`src/rtl/i2c_reg_pkg.sv`:
```
package i2c_reg_pkg;

  typedef enum logic [2:0] {
    ST_IDLE,
    ST_RX,
    ST_ACK,
    ST_TX,
    ST_MACK
  } busState_t;

  typedef enum logic [1:0] {
    PH_DEV,
    PH_SUB,
    PH_WR
  } phase_t;

  typedef struct packed {
    logic shiftIn;
    logic setAddr;
    logic stageByte;
    logic loadTx;
    logic shiftTx;
    logic advanceRead;
    logic dropWord;
  } dpStrobe_t;

endpackage

```
`src/rtl/i2c_bus_sense.sv`:
```
module i2c_bus_sense (
  input  logic clk,
  input  logic rstN,
  input  logic sclIn,
  input  logic sdaIn,
  output logic sdaLevel,
  output logic sclRise,
  output logic sclFall,
  output logic startSeen,
  output logic stopSeen
);

  logic [1:0] sclSync;
  logic [1:0] sdaSync;
  logic sclD;
  logic sdaD;

  always_ff @(posedge clk or negedge rstN) begin
    if (!rstN) begin
      sclSync <= 2'b11;
      sdaSync <= 2'b11;
      sclD    <= 1'b1;
      sdaD    <= 1'b1;
    end else begin
      sclSync <= {sclSync[0], sclIn};
      sdaSync <= {sdaSync[0], sdaIn};
      sclD    <= sclSync[1];
      sdaD    <= sdaSync[1];
    end
  end

  assign sdaLevel  = sdaSync[1];
  assign sclRise   = sclSync[1] & ~sclD;
  assign sclFall   = ~sclSync[1] & sclD;
  assign startSeen = sclSync[1] & sclD & sdaD & ~sdaSync[1];
  assign stopSeen  = sclSync[1] & sclD & ~sdaD & sdaSync[1];

endmodule

```
`src/rtl/i2c_reg_ctrl.sv`:
```
module i2c_reg_ctrl
  import i2c_reg_pkg::*;
#(
  parameter logic [6:0] DEV_ADDR = 7'h1A
) (
  input  logic      clk,
  input  logic      rstN,
  input  logic      sdaLevel,
  input  logic      sclRise,
  input  logic      sclFall,
  input  logic      startSeen,
  input  logic      stopSeen,
  input  logic [7:0] rxByte,
  input  logic      txBit,
  output dpStrobe_t stb,
  output logic      sdaLow
);

  busState_t state, stateN;
  phase_t    phase, phaseN;
  logic [2:0] bitCnt, cntN;
  logic rxFull, fullN;
  logic rwRead, rwN;
  logic mAck, mAckN;
  logic ackLow, lowN;

  always_comb begin
    stb    = '0;
    stateN = state;
    phaseN = phase;
    cntN   = bitCnt;
    fullN  = rxFull;
    rwN    = rwRead;
    mAckN  = mAck;
    lowN   = ackLow;
    if (startSeen) begin
      stateN = ST_RX;
      phaseN = PH_DEV;
      cntN   = 3'd0;
      fullN  = 1'b0;
      lowN   = 1'b0;
      stb.dropWord = 1'b1;
    end else if (stopSeen) begin
      stateN = ST_IDLE;
      fullN  = 1'b0;
      lowN   = 1'b0;
      stb.dropWord = 1'b1;
    end else begin
      case (state)
        ST_RX: begin
          if (sclRise && !rxFull) begin
            stb.shiftIn = 1'b1;
            cntN = bitCnt + 3'd1;
            if (bitCnt == 3'd7) fullN = 1'b1;
          end else if (sclFall && rxFull) begin
            fullN = 1'b0;
            cntN  = 3'd0;
            case (phase)
              PH_DEV: begin
                if (rxByte[7:1] == DEV_ADDR) begin
                  rwN    = rxByte[0];
                  stateN = ST_ACK;
                  lowN   = 1'b1;
                end else begin
                  stateN = ST_IDLE;
                end
              end
              PH_SUB: begin
                stb.setAddr = 1'b1;
                stateN = ST_ACK;
                lowN   = 1'b1;
              end
              default: begin
                stb.stageByte = 1'b1;
                stateN = ST_ACK;
                lowN   = 1'b1;
              end
            endcase
          end
        end
        ST_ACK: begin
          if (sclFall) begin
            lowN = 1'b0;
            cntN = 3'd0;
            if (phase == PH_DEV && rwRead) begin
              stb.loadTx = 1'b1;
              stateN = ST_TX;
            end else begin
              stateN = ST_RX;
              phaseN = (phase == PH_DEV) ? PH_SUB : PH_WR;
            end
          end
        end
        ST_TX: begin
          if (sclFall) begin
            if (bitCnt == 3'd7) begin
              stateN = ST_MACK;
              stb.advanceRead = 1'b1;
            end else begin
              stb.shiftTx = 1'b1;
              cntN = bitCnt + 3'd1;
            end
          end
        end
        ST_MACK: begin
          if (sclRise) begin
            mAckN = ~sdaLevel;
          end else if (sclFall) begin
            cntN = 3'd0;
            if (mAck) begin
              stb.loadTx = 1'b1;
              stateN = ST_TX;
            end else begin
              stateN = ST_IDLE;
            end
          end
        end
        default: ;
      endcase
    end
  end

  always_ff @(posedge clk or negedge rstN) begin
    if (!rstN) begin
      state  <= ST_IDLE;
      phase  <= PH_DEV;
      bitCnt <= 3'd0;
      rxFull <= 1'b0;
      rwRead <= 1'b0;
      mAck   <= 1'b0;
      ackLow <= 1'b0;
    end else begin
      state  <= stateN;
      phase  <= phaseN;
      bitCnt <= cntN;
      rxFull <= fullN;
      rwRead <= rwN;
      mAck   <= mAckN;
      ackLow <= lowN;
    end
  end

  assign sdaLow = ackLow | ((state == ST_TX) & ~txBit);


  stop_release_chk: assert property (@(posedge clk) disable iff (!rstN)
    stopSeen |=> !sdaLow);


  nomatch_idle_chk: assert property (@(posedge clk) disable iff (!rstN)
    (state == ST_RX && phase == PH_DEV && rxFull && sclFall && !startSeen &&
     !stopSeen && rxByte[7:1] != DEV_ADDR) |=> (state == ST_IDLE && !sdaLow));


  ack_after_byte_chk: assert property (@(posedge clk) disable iff (!rstN)
    $rose(ackLow) |-> $past(rxFull));


  tx_only_read_chk: assert property (@(posedge clk) disable iff (!rstN)
    (state == ST_TX) |-> rwRead);

endmodule

```
`src/rtl/i2c_reg_data.sv`:
```
module i2c_reg_data
  import i2c_reg_pkg::*;
#(
  parameter int NUM_REGS   = 16,
  parameter int WIDE_BASE  = 8,
  parameter int WIDE_BYTES = 2
) (
  input  logic                  clk,
  input  logic                  rstN,
  input  dpStrobe_t             stb,
  input  logic                  sdaLevel,
  output logic [7:0]            rxByte,
  output logic                  txBit,
  output logic [NUM_REGS*8-1:0] bankFlat
);

  localparam int ADDR_W = $clog2(NUM_REGS);
  localparam int IDX_W  = $clog2(WIDE_BYTES) + 1;

  logic [7:0]        rxShift;
  logic [7:0]        txShift;
  logic [ADDR_W-1:0] subAddr;
  logic [IDX_W-1:0]  byteIdx;
  logic [7:0]        wordBuf [WIDE_BYTES];
  logic [IDX_W-1:0]  wordLen;
  logic              lastByte;
  logic [ADDR_W-1:0] curPtr;
  logic              commit;

  assign wordLen  = (subAddr >= ADDR_W'(WIDE_BASE)) ? IDX_W'(WIDE_BYTES) : IDX_W'(1);
  assign lastByte = (byteIdx == wordLen - IDX_W'(1));
  assign curPtr   = subAddr + ADDR_W'(byteIdx);
  assign commit   = stb.stageByte & lastByte;
  assign rxByte   = rxShift;
  assign txBit    = txShift[7];

  always_ff @(posedge clk or negedge rstN) begin
    if (!rstN) begin
      rxShift <= 8'h00;
      txShift <= 8'hFF;
    end else begin
      if (stb.shiftIn) rxShift <= {rxShift[6:0], sdaLevel};
      if (stb.loadTx) txShift <= bankFlat[{curPtr, 3'b000} +: 8];
      else if (stb.shiftTx) txShift <= {txShift[6:0], 1'b1};
    end
  end

  always_ff @(posedge clk or negedge rstN) begin
    if (!rstN) begin
      subAddr <= '0;
      byteIdx <= '0;
      for (int i = 0; i < WIDE_BYTES; i++) wordBuf[i] <= 8'h00;
    end else if (stb.dropWord) begin
      byteIdx <= '0;
    end else if (stb.setAddr) begin
      subAddr <= rxShift[ADDR_W-1:0];
      byteIdx <= '0;
    end else if (stb.stageByte || stb.advanceRead) begin
      if (lastByte) begin
        subAddr <= subAddr + ADDR_W'(wordLen);
        byteIdx <= '0;
      end else begin
        byteIdx <= byteIdx + IDX_W'(1);
      end
      if (stb.stageByte) begin
        for (int i = 0; i < WIDE_BYTES; i++)
          if (byteIdx == IDX_W'(i)) wordBuf[i] <= rxShift;
      end
    end
  end

  for (genvar g = 0; g < NUM_REGS; g++) begin : gReg
    logic       hit;
    logic [7:0] newVal;
    logic [7:0] regQ;

    always_comb begin
      hit    = 1'b0;
      newVal = regQ;
      for (int i = 0; i < WIDE_BYTES; i++) begin
        if (IDX_W'(i) < wordLen && (subAddr + ADDR_W'(i)) == ADDR_W'(g)) begin
          hit    = 1'b1;
          newVal = (IDX_W'(i) == byteIdx) ? rxShift : wordBuf[i];
        end
      end
    end

    always_ff @(posedge clk or negedge rstN) begin
      if (!rstN) regQ <= 8'h00;
      else if (commit && hit) regQ <= newVal;
    end

    assign bankFlat[g*8 +: 8] = regQ;
  end


  bank_hold_chk: assert property (@(posedge clk) disable iff (!rstN)
    !stb.stageByte |=> $stable(bankFlat));


  addr_hold_chk: assert property (@(posedge clk) disable iff (!rstN)
    !(stb.setAddr || stb.stageByte || stb.advanceRead) |=> $stable(subAddr));


  idx_range_chk: assert property (@(posedge clk) disable iff (!rstN)
    byteIdx < wordLen);

endmodule

```
`src/rtl/i2c_reg_port.sv`:
```
module i2c_reg_port
  import i2c_reg_pkg::*;
#(
  parameter logic [6:0] DEV_ADDR   = 7'h1A,
  parameter int         NUM_REGS   = 16,
  parameter int         WIDE_BASE  = 8,
  parameter int         WIDE_BYTES = 2
) (
  input  logic                  clk,
  input  logic                  rstN,
  input  logic                  sclIn,
  input  logic                  sdaIn,
  output logic                  sdaPullLow,
  output logic [NUM_REGS*8-1:0] regBank
);

  logic sdaLevel, sclRise, sclFall, startSeen, stopSeen;
  logic [7:0] rxByte;
  logic txBit;
  dpStrobe_t stb;

  i2c_bus_sense uSense (
    .clk      (clk),
    .rstN     (rstN),
    .sclIn    (sclIn),
    .sdaIn    (sdaIn),
    .sdaLevel (sdaLevel),
    .sclRise  (sclRise),
    .sclFall  (sclFall),
    .startSeen(startSeen),
    .stopSeen (stopSeen)
  );

  i2c_reg_ctrl #(.DEV_ADDR(DEV_ADDR)) uCtrl (
    .clk      (clk),
    .rstN     (rstN),
    .sdaLevel (sdaLevel),
    .sclRise  (sclRise),
    .sclFall  (sclFall),
    .startSeen(startSeen),
    .stopSeen (stopSeen),
    .rxByte   (rxByte),
    .txBit    (txBit),
    .stb      (stb),
    .sdaLow   (sdaPullLow)
  );

  i2c_reg_data #(
    .NUM_REGS  (NUM_REGS),
    .WIDE_BASE (WIDE_BASE),
    .WIDE_BYTES(WIDE_BYTES)
  ) uData (
    .clk     (clk),
    .rstN    (rstN),
    .stb     (stb),
    .sdaLevel(sdaLevel),
    .rxByte  (rxByte),
    .txBit   (txBit),
    .bankFlat(regBank)
  );

endmodule

```
`config.mk`:
```
export PLATFORM = sky130hd
export DESIGN_NAME = i2c_reg_port
export DESIGN_NICKNAME = d
export VERILOG_FILES = /design/src/rtl/i2c_reg_pkg.sv /design/src/rtl/i2c_bus_sense.sv /design/src/rtl/i2c_reg_ctrl.sv /design/src/rtl/i2c_reg_data.sv /design/src/rtl/i2c_reg_port.sv
export SDC_FILE = /design/constraint.sdc
export NUM_CORES = 1
export LEC_CHECK = 0
export BUFFER_PORTS_ARGS = -buffer_cell sky130_fd_sc_hd__buf_2
export CAP_MARGIN = 10
export CORE_ASPECT_RATIO = 0.8
export CORE_MARGIN = 5
export CORE_UTILIZATION = 60
export CTS_BUF_LIST = sky130_fd_sc_hd__clkbuf_2 sky130_fd_sc_hd__clkbuf_4 sky130_fd_sc_hd__clkbuf_8
export DETAILED_ROUTE_END_ITERATION = 10
export PLACE_DENSITY = 0.8
export SETUP_SLACK_MARGIN = 0.4
export SLEW_MARGIN = 10
export SYNTH_ARGS = -nofsm -noshare
export SYNTH_HDL_FRONTEND = slang
export SYNTH_SLANG_ARGS = --single-unit
export TNS_END_PERCENT = 10
```
`constraint.sdc`:
```
create_clock -name clk -period 5.3 [get_ports clk]
set_clock_uncertainty 0.1 [all_clocks]
set_input_delay 0.795 -clock clk [delete_from_list [all_inputs] [get_ports clk]]
set_output_delay 0.795 -clock clk [all_outputs]
set_load 0.05 [all_outputs]
```
# Word-level counts from Yosys, hierarchy flattened
# Cells that the tools add are included.
# W data, S select, Z words.
# word_totals
regBits,184
latchBits,0
mem_bits_rw,0
mem_bits_ro,0
inputBits,4
output_inout_bits,129
mem_count,0
# classes
addsub,6
n_mul,0
n_div,0
n_lt_le_gt_ge,3
n_eq_ne,55
shift,1
muxes,139
bitwise,20
n_reduce_logical,111
# op_table
op,n
$mux W8,36
$shiftx A128 B8 Y8,1
$eq A4 B4 Y1 const B,16
$mux W1,57
$mux W3,18
$logic_and A1 B1 Y1,51
$reduce_bool A2 Y1,21
$mux W2,19
$eq A4 B3 Y1 const B,8
$reduce_and A2 Y1,16
$pmux W3 S4,2
$ne A4 B3 Y1 const B,5
$eq A4 B2 Y1 const B,4
$mux W4,3
$mux W6,2
$ne A4 B4 Y1 const B,3
$reduce_and A4 Y1,3
$not A1 Y1,10
$reduce_and A5 Y1,2
$and A1 B1 Y1,9
$add A4 B2 Y4,2
$eq A4 B1 Y1 const B,2
$logic_not A4 Y1,2
$reduce_and A8 Y1,1
31 further kinds,42

# Longest topological paths before layout
# Gate-level depths: netlist of run 1.
# depth
depth_word,12
mapped_depth,10

# Cells and area by module
# From an unflattened synthesis of run 1, not the netlist that was laid out.
# hier_totals
hier_cells,1029
hier_area_um2,9598.0
# by_module_without_submodules
module,n_inst,cells_per_inst,area_each_um2,seq_area_each_um2
i2c_reg_data,1,916,8496.9,4164.0
i2c_reg_ctrl,1,103,910.9,300.3
i2c_bus_sense,1,10,190.2,157.7

# Worst setup path after synthesis of run 1
# OpenSTA, ideal clock, no wires.
# synth_timing
path_type,register to register
startpoint,register uData.subAddr[1]
endpoint,register uData.txShift[2]
setup_time_ns,0.083
arrival_ns,2.814
t_required_ns,5.117
setup_slack_ns,2.303
stages_incl_launch_ff,10
path_buffers,3
synth_period_minus_slack_ns,2.997
cell_sequence,dfrtp_1 buf_4 inv_1 fa_1 clkbuf_1 clkbuf_1 mux4_2 mux2i_1 a21oi_1 a221o_1
# synth_via
elab_chain_cells,3
# synth_rtl
element,line,rtl
start: declaration,i2c_reg_data.sv:22,logic [ADDR_W-1:0] subAddr;
start signal: assignment,i2c_reg_data.sv:56,subAddr <= rxShift[ADDR_W-1:0];
start signal: assignment,i2c_reg_data.sv:60,subAddr <= subAddr + ADDR_W'(wordLen);
$add A4 B2 Y4,i2c_reg_data.sv:32,assign curPtr = subAddr + ADDR_W'(byteIdx);
$shiftx A128 B8 Y8,i2c_reg_data.sv:43,"if (stb.loadTx) txShift <= bankFlat[{curPtr, 3'b000} +: 8];"
$mux W8,i2c_reg_data.sv:43,
end signal: assignment,i2c_reg_data.sv:43,
end signal: assignment,i2c_reg_data.sv:44,"else if (stb.shiftTx) txShift <= {txShift[6:0], 1'b1};"
end: declaration,i2c_reg_data.sv:21,logic [7:0] txShift;
# No other way between the ends.
# A chain may end at the register's enable or synchronous reset.

# Worst setup path after layout of run 1
# Ends and elaborated chain as after synthesis.

==> results of run 1 <==
-- cell usage after synthesis, drive strengths merged (2+ instances only) --
cell / count / area share [%]
a21oi: 85 / 4.5
a221o: 3 / 0.32
a221oi: 3 / 0.28
a31oi: 4 / 0.26
and2: 4 / 0.26
and3: 2 / 0.13
buf: 17 / 1.1
clkbuf: 35 / 1.4
dfrtp: 170 / 45
dfstp: 14 / 3.9
fa: 2 / 0.42
ha: 8 / 1.1
inv: 12 / 0.48
mux2: 109 / 13
mux2i: 29 / 3.1
mux4: 33 / 7.9
nand2: 70 / 2.8
nand3: 19 / 1.3
nand3b: 6 / 0.48
nand4: 6 / 0.87
nor2: 87 / 3.5
nor2b: 11 / 0.73
nor3: 8 / 0.42
nor3b: 6 / 0.48
o211ai: 7 / 0.70
o21ai: 57 / 3.0
o21bai: 3 / 0.24
o22ai: 2 / 0.13
or2: 2 / 0.13
or3: 2 / 0.13
xnor2: 3 / 0.28
xor2: 2 / 0.19
-- through the flow --
stage | total power [mW] | instance area (um2) | util [%] | hold WS [ps]
2_1_floorplan | 1.54 | 9460 | - | 245
3_3_place_gp | 1.61 | 10200 | 65.5 | 246
3_5_place_dp | 1.61 | 10200 | 65.5 | 248
4_1_cts | 2.57 | 10600 | 68.2 | 262
5_1_grt | 2.65 | 10600 | 68.2 | 264
6_report | 2.57 | 10600 | 68.2 | 262
-- final timing paths --
kind / from / to / slack [ps] / cells after the start
hold / removal: uSense.sdaSync[0] / uSense.sdaSync[1] / 260 / 0
min in group asynchronous: rstN / uData.gReg[14].regQ[5] / 300 / 1
max in group asynchronous: rstN / uData.txShift[2] / 3640 / 2
setup reg to reg: uData.subAddr[1] / uData.txShift[2] / 1640 / 7
setup / recovery: uData.subAddr[1] / uData.txShift[2] / 1640 / 7
hold reg to reg: uSense.sdaSync[0] / uSense.sdaSync[1] / 260 / 0
-- state kept, by name, indices dropped and copies added (netlist names), 2 cells and up --
register         count
uCtrl.phase          2
uSense.sdaSync       2
uCtrl.state          3
uData.txShift        8
uData.rxByte         8
uData.gReg.regQ    128
uSense.sclSync       2
uData.wordBuf       16
uData.subAddr        4
uCtrl.bitCnt         3
uData.byteIdx        2
-- logic make-up (layout without fill, tap and decap cells) --
| family | Yosys count | count (layout) | share of synthesized area (%) |
|---|---|---|---|
| AND/OR/NAND/NOR | 229 | 229 | 11.8 |
| flip-flops | 184 | 184 | 48.9 |
| AO/OA/AOI/OAI | 173 | 173 | 10.5 |
| multiplexers | 171 | 171 | 23.9 |
| buffers and inverters | 64 | 183 | 2.98 |
| adder cells (fa/ha/maj) | 10 | 10 | 1.48 |
| XOR/XNOR | 5 | 5 | 0.463 |
-- layer usage --
layer	wire, um	vias to the layer above
met5	0	-
met4	1050	0
met3	2760	69
met2	11800	431
met1	11300	3635
li1	-	3230
-- layout make-up --
| class | instances | area share, % |
|---|---|---|
| inverter | 12 | 0.424 |
| clock buffer | 18 | 2.27 |
| clock inverter | 14 | 1.58 |
| tap | 215 | 2.53 |
| multi-input combinational | 588 | 43.0 |
| timing repair buffer | 139 | 6.77 |
| sequential | 184 | 43.5 |
-- power groups by stage --
stage               registers [mW]  logic (mW)  clock network [mW]
finish                        1.44       0.148               0.984
global route                  1.44       0.164                1.04
CTS                           1.44       0.148               0.985
detailed placement            1.47       0.145                   0
global placement              1.47       0.140                   0
floorplan                     1.46      0.0849                   0
-- critical path: cells and delay by family (launching register included) --
family,cells,cell delay [ps]
flops,1,710
mux,1,350
compound gates,3,790
fa+ha+maj,1,1000
buf+inv,2,650
==> results.md, run 1 <==
- Crit start category: flop
- Setup TNS: 0 ps
- Port-buffer cells: approximately 130
- Die W: 150 um
- Clock Sink Count: 184
- Mean Syn Cell Area: ~11 um2
- Global Route Usage Sum: between 30% and 40%
- Min Tclk post-route: 3660 ps
- Final count of pins violating max slew: 0
- Cells after DPL: ~1100
- Final Instance Count excl. Fillers: 1170
- Met3 usage in global routing: between 8 and 9%
- ANT cells: 0
- Top_reg_cell synth: dfrtp_1
- Commonest non-fill, non-tap cell in the layout: dfrtp_1
- First DRT Iteration DRCs: between 700 and 800
- CP peak stage delay: 1000 ps
- Reg area: around 4600 um2
- Clock Tree Buf Depth: 2
- Largest net degree at the start of global routing: about 100
- IO Count: about 130
- Vias per inst: 6.29
- Skew-Pair Late Insertion Delay: 470 ps
- Yosys warns: 0
- Max frequency: 0.273 GHz
- # DRC: 0
- Max IR drop VDD: between 0.15 and 0.2 mV
- Post-synth EDFFs: 0
- TritonCTS clock tree: built
- WP data required: approximately 5600 ps
- CTS buffer count: 17
- Cell-internal power: between 1.5 and 2 mW
- Setup bufs post-CTS: 0
- Sw Share: a little over a quarter
- M1 GR Usage: 43.1%
- Hold-fix buffers, CTS: 0
- Post-place setup slack: ~1700 ps
- Final HPWL DP: 18.8 mm
- Hold Vio Cnt, Final: 0
- Cells after Synth: between 800 and 900
- # rows: between 40 and 50
- Crit path max fanout: 19
- Crit path capture type: flop
- RSZ-0062 raised after global routing: no
- Ys async rst share: 100%
- Number of distinct library cells after synthesis: 56
- Critical Path AT: ~4000 ps
- DRT antenna net count: 0
- Pre-antenna DRT Iters: 5
- Final WS setup: between 1500 and 2000 ps
- Layout cells sized above 1: a little over a third
- P_leak: roughly 5.2 nW
- Post-Syn Area: approximately 9500 um2
- Worst slew pin tran: between 1000 and 1500 ps
- Detailed Route WL: ~27 mm
- Critical path's slowest cell: fa_1
- Synth-to-layout area growth: 12.4%
- First-pass GRT wire length: 41.4 mm
- Fillers: about 1200
- Drt wl/cell: between 20 and 25 um
- Multi-input logic area: approximately 4600 um2
- H-tree depth: 4
- Worst path cell trace: inv_1, fa_1, buf_4, mux4_2, a221oi_1, a21oi_1, a221o_1
- Max Cap Viol: 0
- Synthesized flop and latch total: ~180
- Status: finished, final reports clean
- GR met2 Demand/Resource: 43.7%
- Most Crowded Layer GR: met2
- Critical setup path kind: flop to flop
- Grt total ovfl: 0
- Sw Pwr: 677 uW
- Nets@finish: between 900 and 1000
- GP Congestion: ~0.92
- Starting Density: approximately three fifths
- Die Area: ~18000 um2
- Initial antenna violation count: 0
- Max-slew headroom: between 10% and 20%
- HP Class: flop to flop
- Comb pwr share: about 5.7%
- Root Driver: clkbuf_8
- Clock Pin Slew Worst Setup and Hold Paths: around 100 ps
- Post-CTS Resized: 0
- Tcrit/Tclk final: 69.1%
- Core region area: 15600 um2
- Cell area power density: 242 nW/um2
- Die height: between 100 and 150 um
- Seq pwr share: a little under three fifths
- Most frequent cells in the layout: dfrtp_1, buf_2, mux2_2
- # setup viols final: 0
- Vias: roughly 7400
- Clock share of power: 38.2%
- Sequential area share after synthesis: 48.9%
- Vias in the first global route: 7029
- Syn nets: 850
No activity file was read; power rests on OpenSTA's default activity.
==> inputs of run 2 (changes only) <==
clock period = 3.4 ns   (was 5.3 ns; I/O delays follow)
==> results.md, run 2 (synthesized netlist as in run 1, its figures left out) <==
- Max-slew headroom: 39.3% (+23 points)
- Post-place setup slack: 539 ps (-1200 ps)
- Setup TNS: 0 ps (unchanged)
- ANT cells: 0 (unchanged)
- Clock Tree Buf Depth: 2 (unchanged)
- Dpl cell area: 10400 um2 (+2.1%)
- Synth-to-layout area growth: 14.9%
- Most flops, register: uData.gReg.regQ
- Vias: 7538 (+2.3%)
- Core region area: 15600 um2 (unchanged)
- Critical setup path kind: flop to flop
- Port-buffer cells: 132 (unchanged)
- Die W: 150 um (unchanged)
- Max Cap Viol: 0 (unchanged)
- Grt total ovfl: 0 (unchanged)
- Nets@finish: 983 (+2.8%)
- Biggest regs: uData.gReg.regQ (128), uData.wordBuf (16)
- Critical path's slowest cell: fa_1
- Fillers: 1177 (+0.085%)
- Final HPWL DP: 19.1 mm (+1.8%)
- First DRT Iteration DRCs: 883 (+22%)
- Die Area: 18400 um2 (unchanged)
- Hold depth: 0 (unchanged)
- Skew-Pair Late Insertion Delay: 490 ps (+20 ps)
- Final WS setup: 466 ps (-1170 ps)
- Vias in the first global route: 7179 (+2.1%)
- Vias per inst: 6.30 (about the same)
- WP data required: 3700 ps (-1910 ps)
- Crit path capture type: flop
- P_leak: 5.37 nW (+2.6%)
- GP Congestion: 0.977 (+5.7%)
- H-tree depth: 4 (unchanged)
- DRT antenna net count: 0 (unchanged)
- Commonest non-fill, non-tap cell in the layout: dfrtp_1
- Worst slew pin tran: 886 ps (-363 ps)
- Crit start category: flop
- Detailed Route WL: 26.8 mm (-0.38%)
- Max frequency: 0.341 GHz (+25%)
- Global Route Usage Sum: 29.9% (-0.12 points)
- # rows: 41 (unchanged)
- Max IR drop VDD: 0.239 mV (+37%)
- Drt wl/cell: 22.4 um (-2.6%)
- Crit. path cell count: 9 (+2)
- HP Class: flop to flop
- Max reg flops: 128 (unchanged)
- Layout cells sized above 1: 37.2% (+1.5 points)
- Largest net degree at the start of global routing: 72 (-29%)
- Hold Vio Cnt, Final: 0 (unchanged)
- Final Instance Area: 10900 um2 (+2.2%)
- Clock Pin Slew Worst Setup and Hold Paths: 100 ps (about the same)
- Most frequent cells in the layout: dfrtp_1, buf_2, mux2_2
- Buffers & Inverters on Critical Path: 2 (unchanged)
- RSZ-0062 raised after global routing: yes
- Initial antenna violation count: 0 (unchanged)
- Final count of pins violating max slew: 0 (unchanged)
- # DRC: 0 (unchanged)
- Clock Sink Count: 184 (unchanged)
- Status: finished, final reports clean
- Reg2reg path depth: 9 (+2)
- First-pass GRT wire length: 41.1 mm (-0.75%)
- Die height: 122 um (unchanged)
- IO Count: 133 (unchanged)
- TritonCTS clock tree: built
- # setup viols final: 0 (unchanged)
- Critical Path AT: 3230 ps (-740 ps)
- Root Driver: clkbuf_8
- Final Instance Count excl. Fillers: 1197 (+2.3%)
- Tcrit/Tclk final: 86.3% (+17 points)
- Pre-antenna DRT Iters: 6 (+1)
- Cells after DPL: 1162 (+2.1%)
- CP peak stage delay: 580 ps (-420 ps)
- CTS buffer count: 17 (unchanged)
- Worst path cell trace: ha_4, inv_1, fa_1, buf_12, mux4_2, nor2b_1, a221oi_1, a21oi_1, a221o_1
- Cell area power density: 361 nW/um2 (+49%)
- Starting Density: 60.6% (unchanged)
- Crit path max fanout: 32 (+13)
- CP top delay family: adder cells
- Total Power: 3.92 mW (+53%)
- Min Tclk post-route: 2930 ps (-729 ps)
==> run 2: worst register-to-register path: cells and delay by family (launching register included) <==
| kind | cells | cell delay (ps) |
|---|---|---|
| fa+ha+maj | 2 | 760 |
| simple gates | 1 | 160 |
| flops | 1 | 500 |
| buf+inv | 2 | 280 |
| compound gates | 3 | 740 |
| mux | 1 | 320 |
==> run 2: cell type report <==
class | count | area [um2] | share of cell area (%)
tap | 215 | 269 | 2.48
clock inverter | 14 | 135 | 1.24
clock buffer | 18 | 248 | 2.28
sequential | 184 | 4620 | 42.5
inverter | 12 | 45.0 | 0.415
multi-input combinational | 588 | 4580 | 42.1
timing repair buffer | 166 | 967 | 8.90
==> run 2: metrics by stage <==
step | hold WS, ps | utilization [%]
finish | 261 | 69.7
global route | 265 | 69.7
CTS | 4.52 | 69.5
detailed placement | 247 | 66.9
global placement | 246 | 66.9
floorplan | 114 | -
==> run 2: what timing repair did <==
item                       CTS  global route
setup buffers                0             0
hold buffers                 1             2
resized for setup            0             1
hold endpoints to repair    39             2
setup endpoints to repair    0             9
==> run 2: report_power, final <==
group | leakage (nW) | total (mW) | internal [mW] | switching (mW)
registers | 2.52 | 2.25 | 2.21 | 0.0377
clock network | 0.189 | 1.44 | 0.559 | 0.881
logic | 2.66 | 0.236 | 0.0717 | 0.165
total | 5.37 | 3.92 | 2.84 | 1.08
==> run 2: final timing paths <==
check / from / to / slack (ps)
setup reg to reg: uData.byteIdx[0] / uData.txShift[3] / 470
max in group asynchronous: rstN / uData.gReg[5].regQ[4] / 1900
setup / recovery: uData.byteIdx[0] / uData.txShift[3] / 470
hold reg to reg: uSense.sdaSync[0] / uSense.sdaSync[1] / 260
min in group asynchronous: rstN / uData.gReg[12].regQ[6] / 450
hold / removal: uSense.sdaSync[0] / uSense.sdaSync[1] / 260
==> run 2: per-layer routing <==
| metal | global-route usage (%) | wire length (um) |
|---|---|---|
| met1 | 43.7 | 10900 |
| met2 | 42.6 | 11500 |
| met3 | 7.90 | 3120 |
| met4 | 13.3 | 1210 |
| met5 | 0 | 0 |
